--- config.mk ---
export PLATFORM = sky130hd
export DESIGN_NAME = thr_throttle
export DESIGN_NICKNAME = d
export VERILOG_FILES = /design/src/rtl/thr_pkg.sv /design/src/rtl/thr_regs.sv /design/src/rtl/thr_fsm.sv /design/src/rtl/thr_gate.sv /design/src/rtl/thr_throttle.sv
export SDC_FILE = /design/constraint.sdc
export NUM_CORES = 1
export LEC_CHECK = 0
export BUFFER_PORTS_ARGS = -buffer_cell sky130_fd_sc_hd__buf_2
export CAP_MARGIN = 10
export CELL_PAD_IN_SITES_DETAIL_PLACEMENT = 1
export CELL_PAD_IN_SITES_GLOBAL_PLACEMENT = 1
export CORE_UTILIZATION = 47
export DETAILED_ROUTE_END_ITERATION = 7
export PLACE_DENSITY = 0.86
export SLEW_MARGIN = 20
export SYNTH_ARGS = -nofsm -noshare
export SYNTH_HDL_FRONTEND = slang
export SYNTH_HIERARCHICAL = 1
export SYNTH_SLANG_ARGS = --single-unit
--- constraint.sdc ---
create_clock -name clk -period 4.25 [get_ports clk]
set_input_delay 0.2125 -clock clk [delete_from_list [all_inputs] [get_ports clk]]
set_output_delay 0.2125 -clock clk [all_outputs]
set_load 0.02 [all_outputs]
--- src/rtl/thr_pkg.sv ---
`timescale 1ns/1ps
package thr_pkg;
  typedef enum logic [1:0] {
    ST_IDLE = 2'd0,
    ST_RUN  = 2'd1,
    ST_HALT = 2'd2,
    ST_DONE = 2'd3
  } thr_state_e;

  localparam logic ADDR_CTRL  = 1'b0;
  localparam logic ADDR_LIMIT = 1'b1;
  localparam int   BIT_START  = 0;
  localparam int   BIT_CLEAR  = 1;
endpackage

--- src/rtl/thr_regs.sv ---
`timescale 1ns/1ps
module thr_regs #(
  parameter int DATA_W = 32,
  parameter int CNT_W  = 16
) (
  input  logic              clk,
  input  logic              rst_n,
  input  logic              wr_en,
  input  logic              wr_addr,
  input  logic [DATA_W-1:0] wr_data,
  output logic              start_rise,
  output logic              cnt_clr,
  output logic [CNT_W-1:0]  limit_reg
);
  import thr_pkg::*;

  logic start_q;
  logic ctrl_wr;
  logic lim_wr;
  logic unused_hi;

  assign ctrl_wr    = wr_en && (wr_addr == ADDR_CTRL);
  assign lim_wr     = wr_en && (wr_addr == ADDR_LIMIT);
  assign start_rise = ctrl_wr && wr_data[BIT_START] && !start_q;
  assign cnt_clr    = ctrl_wr && wr_data[BIT_CLEAR];
  assign unused_hi  = ^wr_data[DATA_W-1:CNT_W];

  always_ff @(posedge clk or negedge rst_n) begin
    if (!rst_n) begin
      start_q   <= 1'b0;
      limit_reg <= '0;
    end else begin
      if (ctrl_wr) start_q <= wr_data[BIT_START];
      if (lim_wr)  limit_reg <= wr_data[CNT_W-1:0];
    end
  end
endmodule

--- src/rtl/thr_fsm.sv ---
`timescale 1ns/1ps
module thr_fsm #(
  parameter int CNT_W = 16
) (
  input  logic                 clk,
  input  logic                 rst_n,
  input  logic                 start_rise,
  input  logic                 cnt_clr,
  input  logic                 trig_n,
  input  logic                 pulse_tick,
  input  logic [CNT_W-1:0]     limit_reg,
  output thr_pkg::thr_state_e  state,
  output logic [CNT_W-1:0]     pulses,
  output logic [CNT_W-1:0]     lim_act
);
  import thr_pkg::*;

  function automatic logic [CNT_W-1:0] bump(input logic [CNT_W-1:0] c, input logic t);
    return c + {{(CNT_W-1){1'b0}}, t};
  endfunction

  function automatic logic reached(input logic [CNT_W-1:0] c, input logic [CNT_W-1:0] l);
    return c == l;
  endfunction

  logic [CNT_W-1:0] cnt_nx;
  assign cnt_nx = bump(pulses, pulse_tick);

  always_ff @(posedge clk or negedge rst_n) begin
    if (!rst_n) begin
      state   <= ST_IDLE;
      pulses  <= '0;
      lim_act <= '0;
    end else if (cnt_clr) begin
      state  <= ST_IDLE;
      pulses <= '0;
    end else begin
      pulses <= cnt_nx;
      unique case (state)
        ST_IDLE, ST_DONE: begin
          if (start_rise) begin
            pulses  <= '0;
            lim_act <= limit_reg;
            state   <= (limit_reg == '0) ? ST_DONE : ST_RUN;
          end
        end
        ST_RUN: begin
          if (reached(cnt_nx, lim_act)) state <= ST_DONE;
          else if (!trig_n)             state <= ST_HALT;
        end
        ST_HALT: begin
          if (start_rise) state <= ST_RUN;
        end
        default: state <= ST_IDLE;
      endcase
    end
  end
endmodule

--- src/rtl/thr_gate.sv ---
`timescale 1ns/1ps
module thr_gate (
  input  logic clk,
  input  logic rst_n,
  input  logic run_ok,
  output logic gate_en,
  output logic gclk
);
  always_ff @(negedge clk or negedge rst_n) begin
    if (!rst_n) gate_en <= 1'b0;
    else        gate_en <= run_ok;
  end

  assign gclk = clk & gate_en;
endmodule

--- src/rtl/thr_throttle.sv ---
`timescale 1ns/1ps
module thr_throttle #(
  parameter int DATA_W = 32,
  parameter int CNT_W  = 16
) (
  input  logic              clk,
  input  logic              rst_n,
  input  logic              wr_en,
  input  logic              wr_addr,
  input  logic [DATA_W-1:0] wr_data,
  input  logic              trig_n,
  output logic              gclk,
  output logic [1:0]        state_o,
  output logic [CNT_W-1:0]  pulses_o
);
  import thr_pkg::*;

  logic             start_rise;
  logic             cnt_clr;
  logic [CNT_W-1:0] limit_reg;
  logic [CNT_W-1:0] lim_act;
  logic [CNT_W-1:0] pulses;
  logic             gate_en;
  logic             run_ok;
  thr_state_e       state;

  thr_regs #(.DATA_W(DATA_W), .CNT_W(CNT_W)) u_regs (
    .clk(clk), .rst_n(rst_n), .wr_en(wr_en), .wr_addr(wr_addr),
    .wr_data(wr_data), .start_rise(start_rise), .cnt_clr(cnt_clr),
    .limit_reg(limit_reg)
  );

  thr_fsm #(.CNT_W(CNT_W)) u_fsm (
    .clk(clk), .rst_n(rst_n), .start_rise(start_rise), .cnt_clr(cnt_clr),
    .trig_n(trig_n), .pulse_tick(gate_en), .limit_reg(limit_reg),
    .state(state), .pulses(pulses), .lim_act(lim_act)
  );

  assign run_ok = (state == ST_RUN) && trig_n;

  thr_gate u_gate (
    .clk(clk), .rst_n(rst_n), .run_ok(run_ok), .gate_en(gate_en), .gclk(gclk)
  );

  assign state_o  = state;
  assign pulses_o = pulses;
endmodule

After elaboration in Yosys (flattened, before gate mapping)
Cells that the tools add are included.
{"block": "totals", "ff_bits": 52, "latchBits": 0, "mem_bits_rw": 0, "rom_bits": 0, "out_inout_bits": 19, "elab_cells": 39, "mem_count": 0}
{"block": "op_classes", "add_sub_neg": 1, "mul": 0, "div": 0, "magnitude_cmp": 0, "n_eq_ne": 7, "shift": 0, "n_mux": 10, "n_bitwise": 3, "n_reduce_logical": 12}
{"operator": "$mux W16", "count": 3}
{"operator": "$add A16 B1 Y16", "count": 1}
{"operator": "$eq A16 B16 Y1", "count": 1}
{"operator": "$logic_not A16 Y1", "count": 1}
{"operator": "$mux W2", "count": 6}
{"operator": "$logic_and A1 B1 Y1", "count": 6}
{"operator": "$ne A3 B3 Y1 const B", "count": 2}
{"operator": "$pmux W2 S3", "count": 1}
{"operator": "$reduce_and A3 Y1", "count": 2}
{"operator": "$eq A2 B2 Y1 const B", "count": 2}
{"operator": "$ne A4 B3 Y1 const B", "count": 1}
{"operator": "$eq A2 B1 Y1 const B", "count": 1}
{"operator": "$logic_not A2 Y1", "count": 1}
{"operator": "$not A1 Y1", "count": 2}
{"operator": "$reduce_or A2 Y1", "count": 1}
{"operator": "$and A1 B1 Y1", "count": 1}
{"operator": "$logic_not A1 Y1", "count": 1}

Longest topological paths before layout
{"block": "logic_depth", "depth_word": 7, "ltp_mapped": 9, "ltp_nobuf": 8}

Hierarchy
The synthesis kept the hierarchy.
{"module": "thr_fsm", "instances": 1, "cells_each": 205, "area_per_inst_um2": 2114.5, "seq_area_each_um2": 850.8}
{"module": "thr_regs", "instances": 1, "cells_each": 40, "area_per_inst_um2": 693.2, "seq_area_each_um2": 425.4}
{"module": "thr_gate", "instances": 1, "cells_each": 2, "area_per_inst_um2": 31.3, "seq_area_each_um2": 25.0}
{"module": "thr_throttle", "instances": 1, "cells_each": 1, "area_per_inst_um2": 8.8, "seq_area_each_um2": 0.0}

==> summary.md <==
| Metric | Value |
|---|---|
| TritonRoute pass-1 iters | `4` |
| Sw Ratio | `between 30% and 40%` |
| Worst setup EP type | `flip-flop` |
| Clk slew on worst S/H paths | `around 100 ps` |
| Post-synthesis register bit count | `between 50 and 60` |
| Worst-Margin Slew | `between 700 and 800 ps` |
| Starting Density | `between 50% and 60%` |
| Outcome | `finished with violations` |
| WP data required | `around 4500 ps` |
| First-pass GRT wire length | `12,900 um` |
| Final wirelength | `roughly 8000 um` |
| WHS | `roughly 8.4 ps` |
| EDFF count, synth | `0` |
| Vias per cell | `5.96` |
| Die Footprint | `between 6000 and 7000 um^2` |
| Register area share after synthesis | `45.7%` |
| Clock power share | `21.7%` |
| Fillers | `a little over 600` |
| Hold path start | `wr_data[15]` |
| Failing checks | `setup timing` |
| I/O pins | `56` |
| Crit start category | `flip-flop` |
| Final Hold Viols | `0` |
| Die Wd | `79.8 um` |
| Antenna cells | `0` |
| Leak pwr | `~0.0017 uW` |
| Async SR Flop Fraction | `100%` |
| Initial antenna violation count | `0` |
| Sequential share of power | `between 40% and 50%` |
| Non-Filler Cell Area, Final | `3540 um^2` |
| Fin Clk Skew | `18.5 ps` |
| Overflow after GRT | `0` |
| Die Y | `between 70 and 80 um` |
| Gr usage total | `between 20% and 30%` |
| Hold path depth | `2` |
| Syn_area_per_cell | `11.5 um^2` |
| Syn_nets | `approximately 290` |
| Port Buffers | `39` |
| Number of distinct library cells after synthesis | `55` |
| Critical R2R Launch | `u_gate/gate_en` |
| R2R depth | `8` |
| RD Place Congestion | `slightly above 0.9` |
| Finish-stage setup viols | `2` |
| Layout Cells excl Fill | `386` |
| Sw power | `roughly 620 uW` |
| R2r setup slk | `-460 ps` |
| Setup WS pre-CTS | `-523 ps` |
| Nets | `around 350` |
| Maxcap violations | `0` |
| Most used DFF post-synth | `dfrtp_1` |
| Core Footprint | `5680 um^2` |
| Largest net degree at the start of global routing | `52` |
| CTS tree | `built` |
| Site Rows | `27` |
| RR Endpoint | `u_fsm/state[0]` |
| WL/cell | `roughly 21 um` |
| RSZ-0062 raised after global routing | `yes` |
| Post-route ant nets | `0` |
| Cell Area, Synth | `approximately 2800 um^2` |
| Final HPWL DP | `roughly 5400 um` |
| Yosys Warn Count | `6` |
| Setup ws final | `-463 ps` |
| Vias in the first global route | `around 2.5k` |
| Max_slew headroom | `47.5%` |
| Later-pin clock latency in the skew report | `approximately 420 ps` |
| Max FO, Critical Path | `3` |
| Gate power share | `around 34%` |
| Slew Limit Fails | `0` |
| Worst EP arrival | `~5000 ps` |
| Share of layout cells above drive strength 1 | `between 30% and 40%` |
| Total design power | `1730 uW` |
| P&R area growth vs syn | `24.4%` |
| Placed Cells | `~370` |
| Cell area power density | `488 nW/um^2` |
| First DRT Iteration DRCs | `about 100` |
| DP Area | `around 3200 um^2` |
| Kind of critical path | `flip-flop to flip-flop` |
| Cells after Synth | `about 250` |
| Hold Path Class | `input port to flip-flop` |
| Cell-internal power | `1100 uW` |
| CP startpoint | `u_gate/gate_en` |
| Routed via count | `2,301` |
| VDD IR max | `roughly 0.24 mV` |
| DRC viols | `0` |
| WHS Endpoint | `u_regs/limit_reg[15]` |
-- synth_stat cells, drive strengths merged, types with 2 or more instances --
cell / instances / area share, %
dfrtp: 51 / 45
mux2: 34 / 15
nor2: 26 / 3.4
xnor2: 13 / 4.0
buf: 11 / 2.4
nand3: 9 / 2.0
nand2: 8 / 1.1
xor2: 8 / 2.5
nor4: 7 / 1.8
nand2b: 6 / 1.3
nand4: 6 / 1.3
a21oi: 5 / 0.88
inv: 5 / 0.66
ha: 4 / 1.8
a31oi: 3 / 0.66
and2: 3 / 0.75
mux2i: 3 / 1.1
nor2b: 3 / 0.66
nor3: 3 / 0.70
or3: 3 / 0.66
or4: 3 / 0.92
xnor3: 3 / 2.4
and3: 2 / 0.44
clkbuf: 2 / 0.26
nand3b: 2 / 0.53
nand4b: 2 / 0.62
nor3b: 2 / 0.53
o21ai: 2 / 0.35
o221ai: 2 / 0.62
o22ai: 2 / 0.44
-- worst max-delay path by stage --
stage | end | slack [ps] | depth (start not counted)
2_1_floorplan | u_fsm/state[0] | -120 | 8
3_3_place_gp | u_fsm/state[0] | -270 | 10
3_5_place_dp | u_fsm/state[1] | -520 | 9
5_1_grt | u_fsm/state[0] | -540 | 8
6_report | u_fsm/state[0] | -460 | 8
4_1_cts | u_fsm/state[0] | -350 | 8
-- worst max-delay path: stages, from the launching register on --
cell,delay [ps]
dfrtn_1,450
ha_2,220
nand2_1,90
a2111o_1,420
a31o_2,270
nor4_4,340
nand4_1,160
mux2i_1,150
or3_1,340
-- stage by stage --
step / TNS (ps) / util, %
after floorplan: -212 / -
after global placement: -539 / 56.8
after detailed placement: -986 / 56.8
after CTS: -666 / 61.9
after global routing: -992 / 62.4
final: -854 / 62.4
-- kinds of logic after synthesis --
| family | synth area share [%] |
|---|---|
| AND/OR/NAND/NOR | 17.4 |
| flip-flops | 45.7 |
| multiplexers | 15.8 |
| AO/OA/AOI/OAI | 6.33 |
| XOR/XNOR | 9.67 |
| buffers and inverters | 3.34 |
| adder cells (fa/ha/maj) | 1.76 |
-- routing by layer --
layer	vias to the layer above	wire (um)	track usage (%)
li1	1022	-	-
met1	1172	3360	34.8
met2	84	4020	44.9
met3	23	310	5.37
met4	0	252	16.3
met5	-	0	0
-- placed cells by master (no fill, tap or decap), types with 2 or more instances in the layout --
master         instances
xnor3_1                3
mux2i_1                2
nor4_4                 3
inv_1                  5
buf_4                 24
xnor2_1               12
mux2_1                 7
mux2_2                16
nand2_1                7
or3_1                  3
nor2b_1                3
and2_1                 2
clkbuf_8               8
a31oi_1                3
nor3b_1                2
ha_1                   2
ha_2                   2
nor3_4                 2
buf_2                 39
dlygate4sd3_1          4
nand3_1                7
or4_4                  2
nand4b_1               2
and3_1                 2
a21oi_1                4
nor4_1                 4
xor2_1                 8
nand2b_1               6
o21ai_0                2
inv_6                  2
nand3b_1               2
mux2_4                11
dfrtp_1               51
nand4_1                6
nor2_1                26
-- power by group through the flow --
stage	clock network, uW	logic [uW]	registers (uW)
floorplan	4.36	360	717
global placement	6.06	474	745
detailed placement	6.06	505	765
CTS	384	566	759
global route	403	626	782
finish	375	590	764
-- area by class of cell --
| class | instances | area [um^2] | area share, % |
|---|---|---|---|
| Clock buffer | 10 | 119 | 3.36 |
| Tap cell | 72 | 90.1 | 2.54 |
| Sequential cell | 52 | 1300 | 36.7 |
| Timing Repair Buffer | 67 | 422 | 11.9 |
| Multi-Input combinational cell | 178 | 1570 | 44.4 |
| Clock inverter | 2 | 17.5 | 0.495 |
| Inverter | 5 | 18.8 | 0.530 |
-- timing repair --
| action | 4_1_cts | 5_1_grt |
|---|---|---|
| pin swaps | 4 | 10 |
| endpoints found under the hold margin | 54 | 0 |
| gates resized for setup | 16 | 3 |
| endpoints found under the setup margin | 2 | 2 |
| gates cloned | 0 | 0 |
| setup buffers | 3 | 2 |
| hold buffers | 4 | 0 |
Note: power is estimated with default switching activity, not from simulation.
